File: src/rtl/uart_irq_pkg.sv
package uart_irq_pkg;

    localparam int NSRC  = 11;
    localparam int NLINE = 6;

    // source bit positions
    localparam int SRC_RI  = 0;
    localparam int SRC_CTS = 1;
    localparam int SRC_DCD = 2;
    localparam int SRC_DSR = 3;
    localparam int SRC_RX  = 4;
    localparam int SRC_TX  = 5;
    localparam int SRC_RT  = 6;
    localparam int SRC_FE  = 7;
    localparam int SRC_PE  = 8;
    localparam int SRC_BE  = 9;
    localparam int SRC_OE  = 10;

    typedef logic [NSRC-1:0]  src_vec_t;
    typedef logic [NLINE-1:0] line_vec_t;

    // output line order
    localparam int LINE_ALL = 0;
    localparam int LINE_RX  = 1;
    localparam int LINE_TX  = 2;
    localparam int LINE_RT  = 3;
    localparam int LINE_MS  = 4;
    localparam int LINE_ERR = 5;

    localparam src_vec_t GRP_MS  = src_vec_t'((1 << SRC_RI) | (1 << SRC_CTS) |
                                              (1 << SRC_DCD) | (1 << SRC_DSR));
    localparam src_vec_t GRP_ERR = src_vec_t'((1 << SRC_FE) | (1 << SRC_PE) |
                                              (1 << SRC_BE) | (1 << SRC_OE));

    function automatic src_vec_t line_group(input int line);
        src_vec_t g;
        case (line)
            LINE_ALL: g = '1;
            LINE_RX:  g = src_vec_t'(1 << SRC_RX);
            LINE_TX:  g = src_vec_t'(1 << SRC_TX);
            LINE_RT:  g = src_vec_t'(1 << SRC_RT);
            LINE_MS:  g = GRP_MS;
            default:  g = GRP_ERR;
        endcase
        return g;
    endfunction

    typedef struct packed {
        src_vec_t raw;
        src_vec_t mask;
    } irq_state_t;

endpackage

File: src/rtl/uart_irq_regs.sv
module uart_irq_regs
    import uart_irq_pkg::*;
#(
    parameter int ADDR_W   = 10,
    parameter int DATA_W   = 32,
    parameter int MASK_OFS = 14,
    parameter int CLR_OFS  = 17
) (
    input  logic              clk,
    input  logic              rst_n,
    input  src_vec_t          evt_set,
    input  logic              wr_en,
    input  logic [ADDR_W-1:0] addr,
    input  logic [DATA_W-1:0] wdata,
    output src_vec_t          raw_q,
    output src_vec_t          mask_q
);
    localparam logic [ADDR_W-1:0] MASK_A = ADDR_W'(MASK_OFS);
    localparam logic [ADDR_W-1:0] CLR_A  = ADDR_W'(CLR_OFS);

    irq_state_t st_d, st_q;
    src_vec_t   clr_bits;
    logic       unused_wdata;

    assign unused_wdata = ^wdata[DATA_W-1:NSRC];

    always_comb begin
        st_d     = st_q;
        clr_bits = (wr_en && addr == CLR_A) ? wdata[NSRC-1:0] : '0;
        // a set pulse wins over a clear of the same bit
        st_d.raw = (st_q.raw & ~clr_bits) | evt_set;
        if (wr_en && addr == MASK_A) begin
            st_d.mask = wdata[NSRC-1:0];
        end
    end

    always_ff @(posedge clk or negedge rst_n) begin
        if (!rst_n) begin
            st_q <= '0;
        end else begin
            st_q <= st_d;
        end
    end

    assign raw_q  = st_q.raw;
    assign mask_q = st_q.mask;

endmodule

File: src/rtl/uart_irq_lines.sv
module uart_irq_lines
    import uart_irq_pkg::*;
(
    input  logic      clk,
    input  logic      rst_n,
    input  src_vec_t  raw,
    input  src_vec_t  mask,
    output line_vec_t irq_q
);
    src_vec_t  pend;
    line_vec_t active;
    line_vec_t irq_d;

    assign pend = raw & mask;

    for (genvar k = 0; k < NLINE; k++) begin : g_line
        assign active[k] = |(pend & line_group(k));
    end

    always_comb begin
        irq_d = active;
    end

    always_ff @(posedge clk or negedge rst_n) begin
        if (!rst_n) begin
            irq_q <= '0;
        end else begin
            irq_q <= irq_d;
        end
    end

endmodule

File: src/rtl/uart_irq_rdmux.sv
module uart_irq_rdmux
    import uart_irq_pkg::*;
#(
    parameter int ADDR_W   = 10,
    parameter int DATA_W   = 32,
    parameter int MASK_OFS = 14,
    parameter int RAW_OFS  = 15,
    parameter int MIS_OFS  = 16
) (
    input  logic [ADDR_W-1:0] addr,
    input  src_vec_t          raw,
    input  src_vec_t          mask,
    output logic [DATA_W-1:0] rd_data
);
    localparam logic [ADDR_W-1:0] MASK_A = ADDR_W'(MASK_OFS);
    localparam logic [ADDR_W-1:0] RAW_A  = ADDR_W'(RAW_OFS);
    localparam logic [ADDR_W-1:0] MIS_A  = ADDR_W'(MIS_OFS);

    always_comb begin
        rd_data = '0;
        case (addr)
            MASK_A:  rd_data[NSRC-1:0] = mask;
            RAW_A:   rd_data[NSRC-1:0] = raw;
            MIS_A:   rd_data[NSRC-1:0] = raw & mask;
            default: rd_data = '0;
        endcase
    end

endmodule

File: src/rtl/uart_irq_ctrl.sv
module uart_irq_ctrl
    import uart_irq_pkg::*;
#(
    parameter int ADDR_W   = 10,
    parameter int DATA_W   = 32,
    parameter int MASK_OFS = 14,
    parameter int RAW_OFS  = 15,
    parameter int MIS_OFS  = 16,
    parameter int CLR_OFS  = 17
) (
    input  logic              clk,
    input  logic              rst_n,
    input  logic [10:0]       evt_set,
    input  logic              wr_en,
    input  logic [ADDR_W-1:0] addr,
    input  logic [DATA_W-1:0] wdata,
    output logic [DATA_W-1:0] rd_data,
    output logic              irq_all,
    output logic              irq_rx,
    output logic              irq_tx,
    output logic              irq_rt,
    output logic              irq_ms,
    output logic              irq_err
);
    src_vec_t  raw_q;
    src_vec_t  mask_q;
    line_vec_t irq_vec;

    uart_irq_regs #(
        .ADDR_W   (ADDR_W),
        .DATA_W   (DATA_W),
        .MASK_OFS (MASK_OFS),
        .CLR_OFS  (CLR_OFS)
    ) u_regs (
        .clk     (clk),
        .rst_n   (rst_n),
        .evt_set (evt_set),
        .wr_en   (wr_en),
        .addr    (addr),
        .wdata   (wdata),
        .raw_q   (raw_q),
        .mask_q  (mask_q)
    );

    uart_irq_lines u_lines (
        .clk   (clk),
        .rst_n (rst_n),
        .raw   (raw_q),
        .mask  (mask_q),
        .irq_q (irq_vec)
    );

    uart_irq_rdmux #(
        .ADDR_W   (ADDR_W),
        .DATA_W   (DATA_W),
        .MASK_OFS (MASK_OFS),
        .RAW_OFS  (RAW_OFS),
        .MIS_OFS  (MIS_OFS)
    ) u_rdmux (
        .addr    (addr),
        .raw     (raw_q),
        .mask    (mask_q),
        .rd_data (rd_data)
    );

    assign irq_all = irq_vec[LINE_ALL];
    assign irq_rx  = irq_vec[LINE_RX];
    assign irq_tx  = irq_vec[LINE_TX];
    assign irq_rt  = irq_vec[LINE_RT];
    assign irq_ms  = irq_vec[LINE_MS];
    assign irq_err = irq_vec[LINE_ERR];

endmodule

File: config.mk
export PLATFORM = sky130hd
export DESIGN_NAME = uart_irq_ctrl
export DESIGN_NICKNAME = d
export VERILOG_FILES = /design/src/rtl/uart_irq_pkg.sv /design/src/rtl/uart_irq_regs.sv /design/src/rtl/uart_irq_lines.sv /design/src/rtl/uart_irq_rdmux.sv /design/src/rtl/uart_irq_ctrl.sv
export SDC_FILE = /design/constraint.sdc
export NUM_CORES = 1
export LEC_CHECK = 0
export BUFFER_PORTS_ARGS = -buffer_cell sky130_fd_sc_hd__buf_2
export CORE_ASPECT_RATIO = 2
export CORE_MARGIN = 1.5
export CORE_UTILIZATION = 44
export CTS_CLUSTER_DIAMETER = 40
export DETAILED_ROUTE_END_ITERATION = 7
export MAX_ROUTING_LAYER = met4
export PLACE_DENSITY = 0.8
export SETUP_SLACK_MARGIN = 0.02
export SLEW_MARGIN = 20
export SYNTH_ARGS = -nofsm -noshare
export SYNTH_HDL_FRONTEND = slang
export SYNTH_SLANG_ARGS = --single-unit
File: constraint.sdc
create_clock -name clk -period 3.12 [get_ports clk]
set_input_delay 0.936 -clock clk [delete_from_list [all_inputs] [get_ports clk]]
set_output_delay 0.936 -clock clk [all_outputs]
set_load 0.02 [all_outputs]
### Word-level counts from Yosys, hierarchy flattened

Index checks and enable logic that the tools add are counted.

* eq/ne operators: 4
* muxes and demuxes: 2
* bitwise gates (word level): 4
* reduce and logical (&&, ||, !) cells: 5

Operators with widths (count)
* $pmux 11 s3: 1
* $and 11x11->11: 2
* $eq 10x4->1 const B: 2
* $eq 10x5->1 const B: 2
* $mux 11: 1
* $not 11->11: 1
* $or 11x11->11: 1
* $reduce_or 11->1: 1
* $reduce_or 4->1: 2
* $logic_and 1x1->1: 2

* register bits after elaboration: 28
* input bits: 56
* word-level logic and storage cells: 18

### Longest topological paths before layout

* depth in word-level cells: 6
* mapped depth: 6
* depth with buffers taken out: 4

### Modules after synthesis

Synthesis repeated with hierarchy kept, for this count alone.

* cells, all modules: 176
* area total of the unflattened synthesis: 1836.8 µm²

Modules (own cells, without submodules)
* uart_irq_regs: times used 1, cells each 78, area an instance 1054.8 µm²
* uart_irq_rdmux: times used 1, cells each 81, area an instance 551.8 µm²
* uart_irq_lines: times used 1, cells each 17, area an instance 230.2 µm²

### Worst setup path after synthesis

OpenSTA, ideal clock, no wires.

* path type: in2out
* from: in addr[1]
* to: out rd_data[10]
* arrival time: 2.130 ns
* slack: 0.054 ns
* stages on the path: 5
* buffers on the path: 1
* cell sequence: nor4b_2 > buf_4 > nand3_1 > a211o_1 > a21oi_1

* word-level cells in the longest chain between the ends: 2

Ends and longest elaborated chain
* start: declaration: RTL line uart_irq_ctrl.sv:15 `input logic [ADDR_W-1:0] addr,`
* $eq 10x5->1 or $eq 10x4->1 (tied branches): RTL line uart_irq_rdmux.sv:21 `case (addr)`
* $pmux 11 s3 *: RTL line uart_irq_rdmux.sv:21
* end: declaration: RTL line uart_irq_ctrl.sv:17 `output logic [DATA_W-1:0] rd_data,`

Mark *: on every way between the ends. The rest lies on a longest branch, timed or not.

### Worst setup path in the final report

* from: in addr[2]
* to: out rd_data[10]

The elaborated chain is that of the path after synthesis.

==> impl_metrics.toml <==
[finish]
diodes = 0
final_cells = 260
final_common_cell = "buf_2"
final_cell_mix = "44 x buf_2, 28 x dfrtp_1, 21 x conb_1"
drive_above_1_share = 0.403
fin_util = 0.559
layout.nets = 268
fill_cells = 327
area_growth_pct = 22.2

[power_and_ir_drop]
power_density_mw_per_mm2 = 371
totalPowerFinal_mw = 0.747
p_leak_nw = 0.916
vdd_drop_max_mv = 0.447

[synth]
syn_inst = 161
yosys_register_bits = 28
synth_edf_count = 0
ys_types = 31
yosysWarnings = 0
synth-async-reset-ratio = 1.00
synth_seq_area_share = 0.425
ys.flop_type = "dfrtp_1"
synth_area_mm2 = 0.00165
syn_area_per_cell_um2 = 10.2

[clock_tree]
cts_tree = "yes"
cts.sinks = 28
clock-root-buffer = "clkbuf_8"
cts.clk_slew.worst_paths_ns = 0.09
cts_buffers = 3
postCtsSetupRepairBufs = 0
clk_latency_ns = 0.27
htree_levels = 1
clk_path_buf_depth = 2

[sta]
tightest_slew_ns = 0.609
setup_viol_count_final = 0
fin_crit_ns = 3.11
skew_ns = 0.00560
fmax_mhz = 321
relSlewSlack = 0.594
drv_slew = 0
hold_viol = 0
rsz0062_at_grt = "true"
min_period_over_period = 0.998

[critical_path]
endpoint_kind = "primary output"
critPathMaxFanout = 6
crit_required_ns = 2.18
path_class = "in2out"
cp-start-kind = "input pin"
arrival_ns = 2.18

[drt]
ant_nets = 0
vias = 1333
routedWlPerCell_um = 13.7
vias_per_cell = 5.13
drc_errors = 0
dr.first_iter.drc_count = 36
dr.pass1.iters = 4
drt-total-wl_um = 3560

[job]
max_cap_violations = 0

[floorplanning]
die_h_um = 89.6
die_x_um = 46.3
start_util = 0.457
dieArea_mm2 = 0.00415
core_mm2 = 0.00361
rows = 31
ios = 94

[global_routing]
grt_antenna_before_repair = 0
global_route.overflow_total = 0
grt_pass1_vias = 1196
grt_max_degree = 29
grt_pass1_wl_um = 5490
grt_usage = 0.190

[place]
hpwl_um = 2610
portBuffers = 51
gp_congestion = 0.811
placed_cells = 255

[outcome]
status = "finished, final reports clean"

[hold_path]
min_path_type = "reg2reg"
## through the flow
| stage | setup WS (ns) | setup TNS, ns | hold slack [ns] | instance area, um^2 |
|---|---|---|---|---|
| after global routing | -0.0621 | -0.372 | 0.565 | 2020 |
| after floorplan | 0.0540 | 0 | 0.478 | 1720 |
| after CTS | -0.00688 | -0.00688 | 0.537 | 1990 |
| after detailed placement | -0.0377 | -0.115 | 0.515 | 1850 |
| final | 0.00671 | 0 | 0.532 | 2020 |
| after global placement | -0.0533 | -0.184 | 0.503 | 1850 |
## registers in the layout (all words and copies together), names as in the netlist
signal,flops
u_regs.raw_q,11
u_regs.mask_q,11
u_lines.irq_q,6
## worst max-delay path: stages
cell     delay, ns
buf_8         0.10
nor4b_4       0.28
buf_4         0.21
nand3_2       0.07
a211o_1       0.30
a21oi_2       0.12
buf_4         0.16
## where the power goes
| group | switching, mW | internal, mW | total, mW | leakage, nW |
|---|---|---|---|---|
| clock | 0.107 | 0.172 | 0.279 | 0.0357 |
| combinational | 0.0632 | 0.0335 | 0.0967 | 0.548 |
| sequential | 0.00254 | 0.368 | 0.371 | 0.332 |
## routing by layer
metal / vias up / part of all wire / GRT usage
li1: 632 / - / -
met4: 0 / 0.039 / 0.104
met3: 11 / 0.061 / 0.0280
met1: 620 / 0.37 / 0.219
met2: 70 / 0.53 / 0.307
met5: - / 0 / -
## synthesized netlist by cell type, types with 2 or more instances
master / n / area, um^2
a211o_1: 4 / 35.0
a21o_1: 11 / 82.6
a21oi_1: 11 / 55.1
a22oi_1: 4 / 30.0
and2_1: 3 / 18.8
and3_1: 7 / 43.8
buf_2: 2 / 10.0
buf_4: 22 / 165
clkbuf_1: 3 / 11.3
dfrtp_1: 28 / 701
inv_1: 5 / 18.8
mux2_4: 10 / 150
nand2_1: 13 / 48.8
nand3_1: 15 / 75.1
o211ai_1: 7 / 52.6
## cells by family (layout without fill, tap and decap cells)
family,after synthesis,in the layout,share of synthesized area
buf+inv,35,65,0.146
simple gates,49,49,0.175
other cells,1,21,0.00227
compound gates,37,37,0.155
flops,28,28,0.425
mux,11,11,0.0979
## worst paths after layout
| kind | slack (ns) | endpoint | depth (start not counted) | from |
|---|---|---|---|---|
| worst max-delay path | 0.007 | rd_data[10] | 7 | addr[2] |
| worst min-delay path | 0.53 | u_regs.raw_q[0] | 1 | u_regs.raw_q[0] |
| worst max register to register | 1.73 | u_lines.irq_q[0] | 4 | u_regs.raw_q[1] |
| worst min register to register | 0.53 | u_regs.raw_q[0] | 1 | u_regs.raw_q[0] |
| max in group asynchronous | 2.05 | u_regs.mask_q[7] | 1 | rst_n |
| min in group asynchronous | 0.66 | u_regs.raw_q[4] | 1 | rst_n |
## repair_timing
item | in CTS | in global routing
gates resized for setup | 17 | 7
endpoints found under the setup margin | 5 | 11
pin swaps | 10 | 4
cloned | 1 | 0
hold buffers | 0 | 0
## area by class of cell
type | instances | area [um^2] | share of cell area
Sequential cell | 28 | 701 | 0.348
Inverter | 5 | 18.8 | 0.00931
Timing Repair Buffer | 56 | 333 | 0.165
Clock inverter | 1 | 30.0 | 0.0149
Multi-Input combinational cell | 118 | 831 | 0.412
Tap cell | 49 | 61.3 | 0.0304
Clock buffer | 3 | 41.3 | 0.0205
No activity file was read; power rests on OpenSTA's default activity.
